$ cat config.mk
export PLATFORM = sky130hd
export DESIGN_NAME = irq_ctl
export DESIGN_NICKNAME = d
export VERILOG_FILES = /design/src/rtl/irq_ctl_pkg.sv /design/src/rtl/irq_edge_detect.sv /design/src/rtl/irq_prio_enc.sv /design/src/rtl/irq_regfile.sv /design/src/rtl/irq_ctl.sv
export SDC_FILE = /design/constraint.sdc
export NUM_CORES = 1
export LEC_CHECK = 0
export ABC_CLOCK_PERIOD_IN_PS = 4800
export BUFFER_PORTS_ARGS = -buffer_cell sky130_fd_sc_hd__buf_4
export CELL_PAD_IN_SITES_DETAIL_PLACEMENT = 1
export CELL_PAD_IN_SITES_GLOBAL_PLACEMENT = 2
export CORE_MARGIN = 8
export CORE_UTILIZATION = 35
export CTS_BUF_LIST = sky130_fd_sc_hd__clkbuf_8
export CTS_CLUSTER_DIAMETER = 80
export DETAILED_ROUTE_END_ITERATION = 8
export PLACE_DENSITY = 0.88
export SYNTH_ARGS = -nofsm -noshare
export SYNTH_HDL_FRONTEND = slang
export SYNTH_HIERARCHICAL = 1
export SYNTH_SLANG_ARGS = --single-unit
$ cat constraint.sdc
create_clock -name clk -period 4.8 [get_ports clk]
set_clock_uncertainty 0.05 [all_clocks]
set_input_delay 0.72 -clock clk [delete_from_list [all_inputs] [get_ports clk]]
set_output_delay 0.72 -clock clk [all_outputs]
set_load 0.005 [all_outputs]
$ cat src/rtl/irq_ctl_pkg.sv
// Package: shared register selects and vector encoding for the interrupt
// controller. Assumes at most 63 sources so every vector fits in 8 bits.
package irq_ctl_pkg;
    localparam int VEC_W = 8;

    typedef enum logic [1:0] {
        SEL_MASK = 2'd0,
        SEL_SWEN = 2'd1,
        SEL_VEC  = 2'd2,
        SEL_POST = 2'd3
    } reg_sel_e;

    // Vector code of a source: 4*(index+1), never 00h
    function automatic logic [VEC_W-1:0] vec_code(input int unsigned idx);
        return VEC_W'((idx + 1) * 4);
    endfunction
endpackage

$ cat src/rtl/irq_edge_detect.sv
// Module: per-line rising-edge detector. Turns each 0-to-1 transition of a
// request line into a one-cycle pulse. Assumes inputs are synchronous to clk.
module irq_edge_detect #(
    parameter int N = 8
) (
    input  logic         clk,
    input  logic         rst_n,
    input  logic [N-1:0] lvl,
    output logic [N-1:0] pulse
);
    logic [N-1:0] lvl_q;

    // Remember the previous level of every line
    always_ff @(posedge clk) begin
        if (!rst_n) lvl_q <= '0;
        else        lvl_q <= lvl;
    end

    assign pulse = lvl & ~lvl_q;

    // a line never pulses on two consecutive cycles
    a_r1_single_pulse: assert property (@(posedge clk) disable iff (!rst_n)
        ((pulse & $past(pulse)) == '0));
endmodule

$ cat src/rtl/irq_prio_enc.sv
// Module: fixed-priority encoder. The lowest set index wins. Gives a one-hot
// selection, its vector code, and an any-set flag. Purely combinational.
module irq_prio_enc
    import irq_ctl_pkg::*;
#(
    parameter int N = 8
) (
    input  logic [N-1:0]     req,
    output logic [N-1:0]     top_oh,
    output logic [VEC_W-1:0] vec,
    output logic             any
);
    logic [N:0] seen;
    assign seen[0] = 1'b0;

    genvar g;
    generate
        for (g = 0; g < N; g++) begin : g_chain
            assign top_oh[g]  = req[g] & ~seen[g];
            assign seen[g+1]  = seen[g] | req[g];
        end
    endgenerate

    assign any = seen[N];

    // Merge the code of the single selected source
    always_comb begin
        vec = '0;
        for (int i = 0; i < N; i++)
            if (top_oh[i]) vec = vec | vec_code(i);
    end

    // at most one source selected, and vector zero only when idle
    always_comb begin
        a_r3_onehot: assert ($onehot0(top_oh));
        a_r3_zero_idle: assert ((vec == '0) == (req == '0));
    end
endmodule

$ cat src/rtl/irq_regfile.sv
// Module: software-writable control state: per-source enable mask and the
// software-post enable bit. Writes land on the clock edge of the strobe.
module irq_regfile
    import irq_ctl_pkg::*;
#(
    parameter int N      = 8,
    parameter int DATA_W = 8
) (
    input  logic              clk,
    input  logic              rst_n,
    input  logic              wr,
    input  logic [1:0]        addr,
    input  logic [DATA_W-1:0] wdata,
    output logic [N-1:0]      mask,
    output logic              swen
);
    // Update the enable mask on a write to its address
    always_ff @(posedge clk) begin
        if (!rst_n)                        mask <= '0;
        else if (wr && addr == SEL_MASK)   mask <= wdata[N-1:0];
    end

    // Update the software-post enable on a write to its address
    always_ff @(posedge clk) begin
        if (!rst_n)                        swen <= 1'b0;
        else if (wr && addr == SEL_SWEN)   swen <= wdata[0];
    end

    // the mask only changes through its own register write
    a_r2_mask_hold: assert property (@(posedge clk) disable iff (!rst_n)
        !(wr && addr == SEL_MASK) |=> $stable(mask));
endmodule

$ cat src/rtl/irq_ctl.sv
// Module: prioritized interrupt controller top. Keeps posted events apart
// from pending ones. The mask gates promotion, a vector write flushes the
// pending set, and a service pulse retires the top entry. Assumes N_SRC is
// at most DATA_W and at most 63.
module irq_ctl
    import irq_ctl_pkg::*;
#(
    parameter int N_SRC  = 8,
    parameter int DATA_W = 8
) (
    input  logic              clk,
    input  logic              rst_n,
    input  logic [N_SRC-1:0]  irq_req,
    input  logic              glb_en,
    input  logic              svc_ack,
    input  logic [1:0]        bus_addr,
    input  logic              bus_wr,
    input  logic [DATA_W-1:0] bus_wdata,
    output logic [DATA_W-1:0] bus_rdata,
    output logic              irq_out,
    output logic [VEC_W-1:0]  irq_vec
);
    logic [N_SRC-1:0] req_pulse, mask_q, posted_q, pending_q;
    logic [N_SRC-1:0] top_oh, promote, keep_bits, sw_set;
    logic             swen_q, any_pend, wr_vec, wr_post;

    irq_edge_detect #(.N(N_SRC)) u_edge (
        .clk(clk), .rst_n(rst_n), .lvl(irq_req), .pulse(req_pulse));

    irq_regfile #(.N(N_SRC), .DATA_W(DATA_W)) u_regs (
        .clk(clk), .rst_n(rst_n), .wr(bus_wr), .addr(bus_addr),
        .wdata(bus_wdata), .mask(mask_q), .swen(swen_q));

    irq_prio_enc #(.N(N_SRC)) u_prio (
        .req(pending_q), .top_oh(top_oh), .vec(irq_vec), .any(any_pend));

    // Decode the register writes that touch event state
    always_comb begin
        wr_vec    = bus_wr && (bus_addr == SEL_VEC);
        wr_post   = bus_wr && (bus_addr == SEL_POST);
        promote   = posted_q & mask_q;
        keep_bits = (wr_post && !swen_q) ? bus_wdata[N_SRC-1:0] : '1;
        sw_set    = (wr_post &&  swen_q) ? bus_wdata[N_SRC-1:0] : '0;
    end

    // Posted events: promoted or cleared bits drop, new edges win
    always_ff @(posedge clk) begin
        if (!rst_n) posted_q <= '0;
        else        posted_q <= (posted_q & ~promote & keep_bits) | req_pulse | sw_set;
    end

    // Pending set: flush on vector write, else retire top on ack and add promotions
    always_ff @(posedge clk) begin
        if (!rst_n)      pending_q <= '0;
        else if (wr_vec) pending_q <= '0;
        else             pending_q <= (pending_q & ~(svc_ack ? top_oh : '0)) | promote;
    end

    assign irq_out = glb_en & any_pend;

    // Combinational read-back of the selected register
    always_comb begin
        unique case (bus_addr)
            SEL_MASK: bus_rdata = DATA_W'(mask_q);
            SEL_SWEN: bus_rdata = DATA_W'(swen_q);
            SEL_VEC:  bus_rdata = DATA_W'(irq_vec);
            default:  bus_rdata = DATA_W'(posted_q);
        endcase
    end

    // a vector write leaves nothing pending
    a_r4_flush_all: assert property (@(posedge clk) disable iff (!rst_n)
        wr_vec |=> (pending_q == '0));

    // a bit newly pending was enabled in the previous cycle
    a_r2_gate_promote: assert property (@(posedge clk) disable iff (!rst_n)
        1'b1 |=> ((pending_q & ~$past(pending_q) & ~$past(mask_q)) == '0));

    // the acknowledged top entry is gone unless re-promoted at once
    a_r5_ack_top: assert property (@(posedge clk) disable iff (!rst_n)
        (svc_ack && !wr_vec) |=>
        ((pending_q & $past(top_oh) & ~$past(promote)) == '0));

    // no interrupt to the CPU while globally disabled
    a_r8_gate: assert property (@(posedge clk) disable iff (!rst_n)
        !glb_en |-> !irq_out);
endmodule

==> reports/metrics.yaml <==
clockPowerShare: 0.355
clock_tree.htree_level_count: 2
ys_types: 31
hold_buffers: 0
vias: 1486
p_per_area_nw_per_um2: 285
synth_seq_area_share: 0.384
clock_sinks: 33
io_buffers: 35
cts_tree: "done"
clkTransAtPathRegs_ns: 0.07
drv_cap: 0
post_cts_buffers: 0
yosysWarnings: 6
setup_viol: 0
synth-main-ff-cell: "dfxtp_1"
hold_slack_ns: 0.446
clockBufferDepth: 2
grtUsageTotal: 0.128
worstSetupEndpoint: "bus_rdata[5]"
hold_depth: 2
power_frac_comb: 0.140
p_sw_frac: 0.269
p_sw_mw: 0.157
vdd_drop_max_v: 0.000187
dpl_worst_slack_ns: 2.45
timing.final.crit_share: 0.534
fillers: 590
diodes: 0
worst_hold_startpoint: "u_regs/swen"
status: "finished, final reports clean"
drt_iter0_markers: 90
cts_made_buffers: 5
r2r_slack_ns: 3.22
r2r_start: "pending_q[0]"
seq_area_sq_um: 661
dieArea_sq_um: 7410
critPathRequiredTime_ns: 4.03
grt_pass1_wl_um: 7450
final_area_sq_um: 2050
finalCriticalPeriod_ns: 2.56
final_common_cell: "buf_4"
cp-startpoint: "pending_q[0]"
ys_seq_elements: 33
placed_cell_area_sq_um: 1970
maxSlewHeadroom: 0.463
max_freq_mhz: 390
start_util: 0.364
netlist_area_sq_um: 1720
r2r_end: "pending_q[7]"
rsz0062_at_grt: "no"
gp_congestion: 0.797
cp-end-kind: "output port"
wl_per_cell_um: 15.0
cts-resized-gates: 0
viasPerCell: 4.99
intPower_mw: 0.427
die_height_um: 86.1
clock_latency_ns: 0.29
synth_area_per_cell_sq_um: 8.60
hold_class: "register to register"
overflow: 0
grt_max_degree: 35
drtPass1Iterations: 4
io_pins: 40
ant_nets: 0
worst_pin_slew_ns: 0.802
final_hold_viol_count: 0
multi_input_area_sq_um: 952
core_area_sq_um: 4720
syn_inst: 200
crit_type: "register to output port"
slew_viol_final: 0
layout_common_cells: "buf_4, nand2_1, dfxtp_1"
seqPwrFrac: 0.505
std_cell_rows: 25
die_w_um: 86.1
final.setup.tns_ns: 0
wl_um: 4480
remaining_drc_errors: 0
first_global_vias: 1492
cp.arrival_ns: 1.79
cts_root_buffer: "clkbuf_8"
synth_enable_flop_cells: 0
antenna_found_initial: 0
area_delta_synth_final_pct: 19.4
crit_fanout: 7
dp_hpwl_um: 3350
final_nets: 253
async_flop_share: 0
critPathLaunchType: "register"
final_util: 0.435
power.leakage_nw: 0.864
drive_gt1_frac: 0.221
reg2reg_depth: 6
worst_slack_ns: 2.24
## cell usage after synthesis (2+ instances only)
library cell | instances | share of area
and3_1 | 2 | 0.0073
inv_1 | 2 | 0.0044
nand3b_1 | 2 | 0.0087
a211oi_1 | 7 | 0.031
a22oi_1 | 8 | 0.035
nor2b_1 | 17 | 0.062
dfxtp_1 | 33 | 0.38
buf_6 | 3 | 0.020
nor3_1 | 2 | 0.0058
o21ai_0 | 9 | 0.026
nor2_1 | 20 | 0.044
mux2i_1 | 16 | 0.093
nor3b_1 | 2 | 0.0087
and2_1 | 10 | 0.036
a21oi_1 | 2 | 0.0058
nand2_1 | 34 | 0.074
clkbuf_1 | 3 | 0.0065
buf_4 | 8 | 0.035
o31ai_1 | 8 | 0.035
## logic make-up (layout without fill, tap and decap cells)
logic type,count (synthesis),count (layout),synth area share
AND/OR/NAND/NOR,95,95,0.290
multiplexers,17,17,0.106
flip-flops,33,33,0.384
other,1,4,0.00218
buffers and inverters,17,45,0.0684
AO/OA/AOI/OAI,37,37,0.149
## metal layers
metal | track usage | part of all wire
met2 | 0.193 | 0.45
met4 | 0.0621 | 0.0098
met3 | 0.0248 | 0.045
met1 | 0.169 | 0.50
met5 | 0 | 0
## worst max-delay path: stages (launching register included)
cell and delay, ns:
dfxtp_1 0.38, or3_4 0.41, nor3_2 0.14, and3_1 0.22
mux2i_1 0.08, o21ai_0 0.15, buf_4 0.14
## sequential cells by signal (all words and copies together), names as in the netlist
name / cells
u_regs/swen: 1
pending_q: 8
posted_q: 8
u_regs/mask: 8
u_edge/lvl_q: 8
## per-stage QoR
step                      std cells  power (mW)
after floorplan                 203       0.351
after global placement          290       0.382
after detailed placement        290       0.384
after CTS                       298       0.593
after global routing            298       0.617
final                           298       0.584
## area by class of cell
type,count,share of cell area
well taps,67,0.0408
flip-flops and latches,33,0.322
multi-input cells,153,0.464
clock buffers,5,0.0335
inverters,2,0.00366
repair buffers,35,0.128
clock inverters,3,0.00853
## worst min path at each step
stage                  end  slack [ns]
6_report       u_regs/swen        0.45
3_3_place_gp   u_regs/swen        0.43
4_1_cts        u_regs/swen        0.44
2_1_floorplan  u_regs/swen        0.41
5_1_grt        u_regs/swen        0.47
3_5_place_dp   u_regs/swen        0.43
## power by group through the flow
| stage | sequential [mW] | combinational, mW | clock (mW) |
|---|---|---|---|
| after detailed placement | 0.302 | 0.0822 | 0 |
| final | 0.295 | 0.0818 | 0.207 |
| after global placement | 0.301 | 0.0804 | 0 |
| after floorplan | 0.298 | 0.0529 | 0 |
| after global routing | 0.297 | 0.0906 | 0.230 |
| after CTS | 0.295 | 0.0825 | 0.215 |
(Power assumes the default switching activity.)
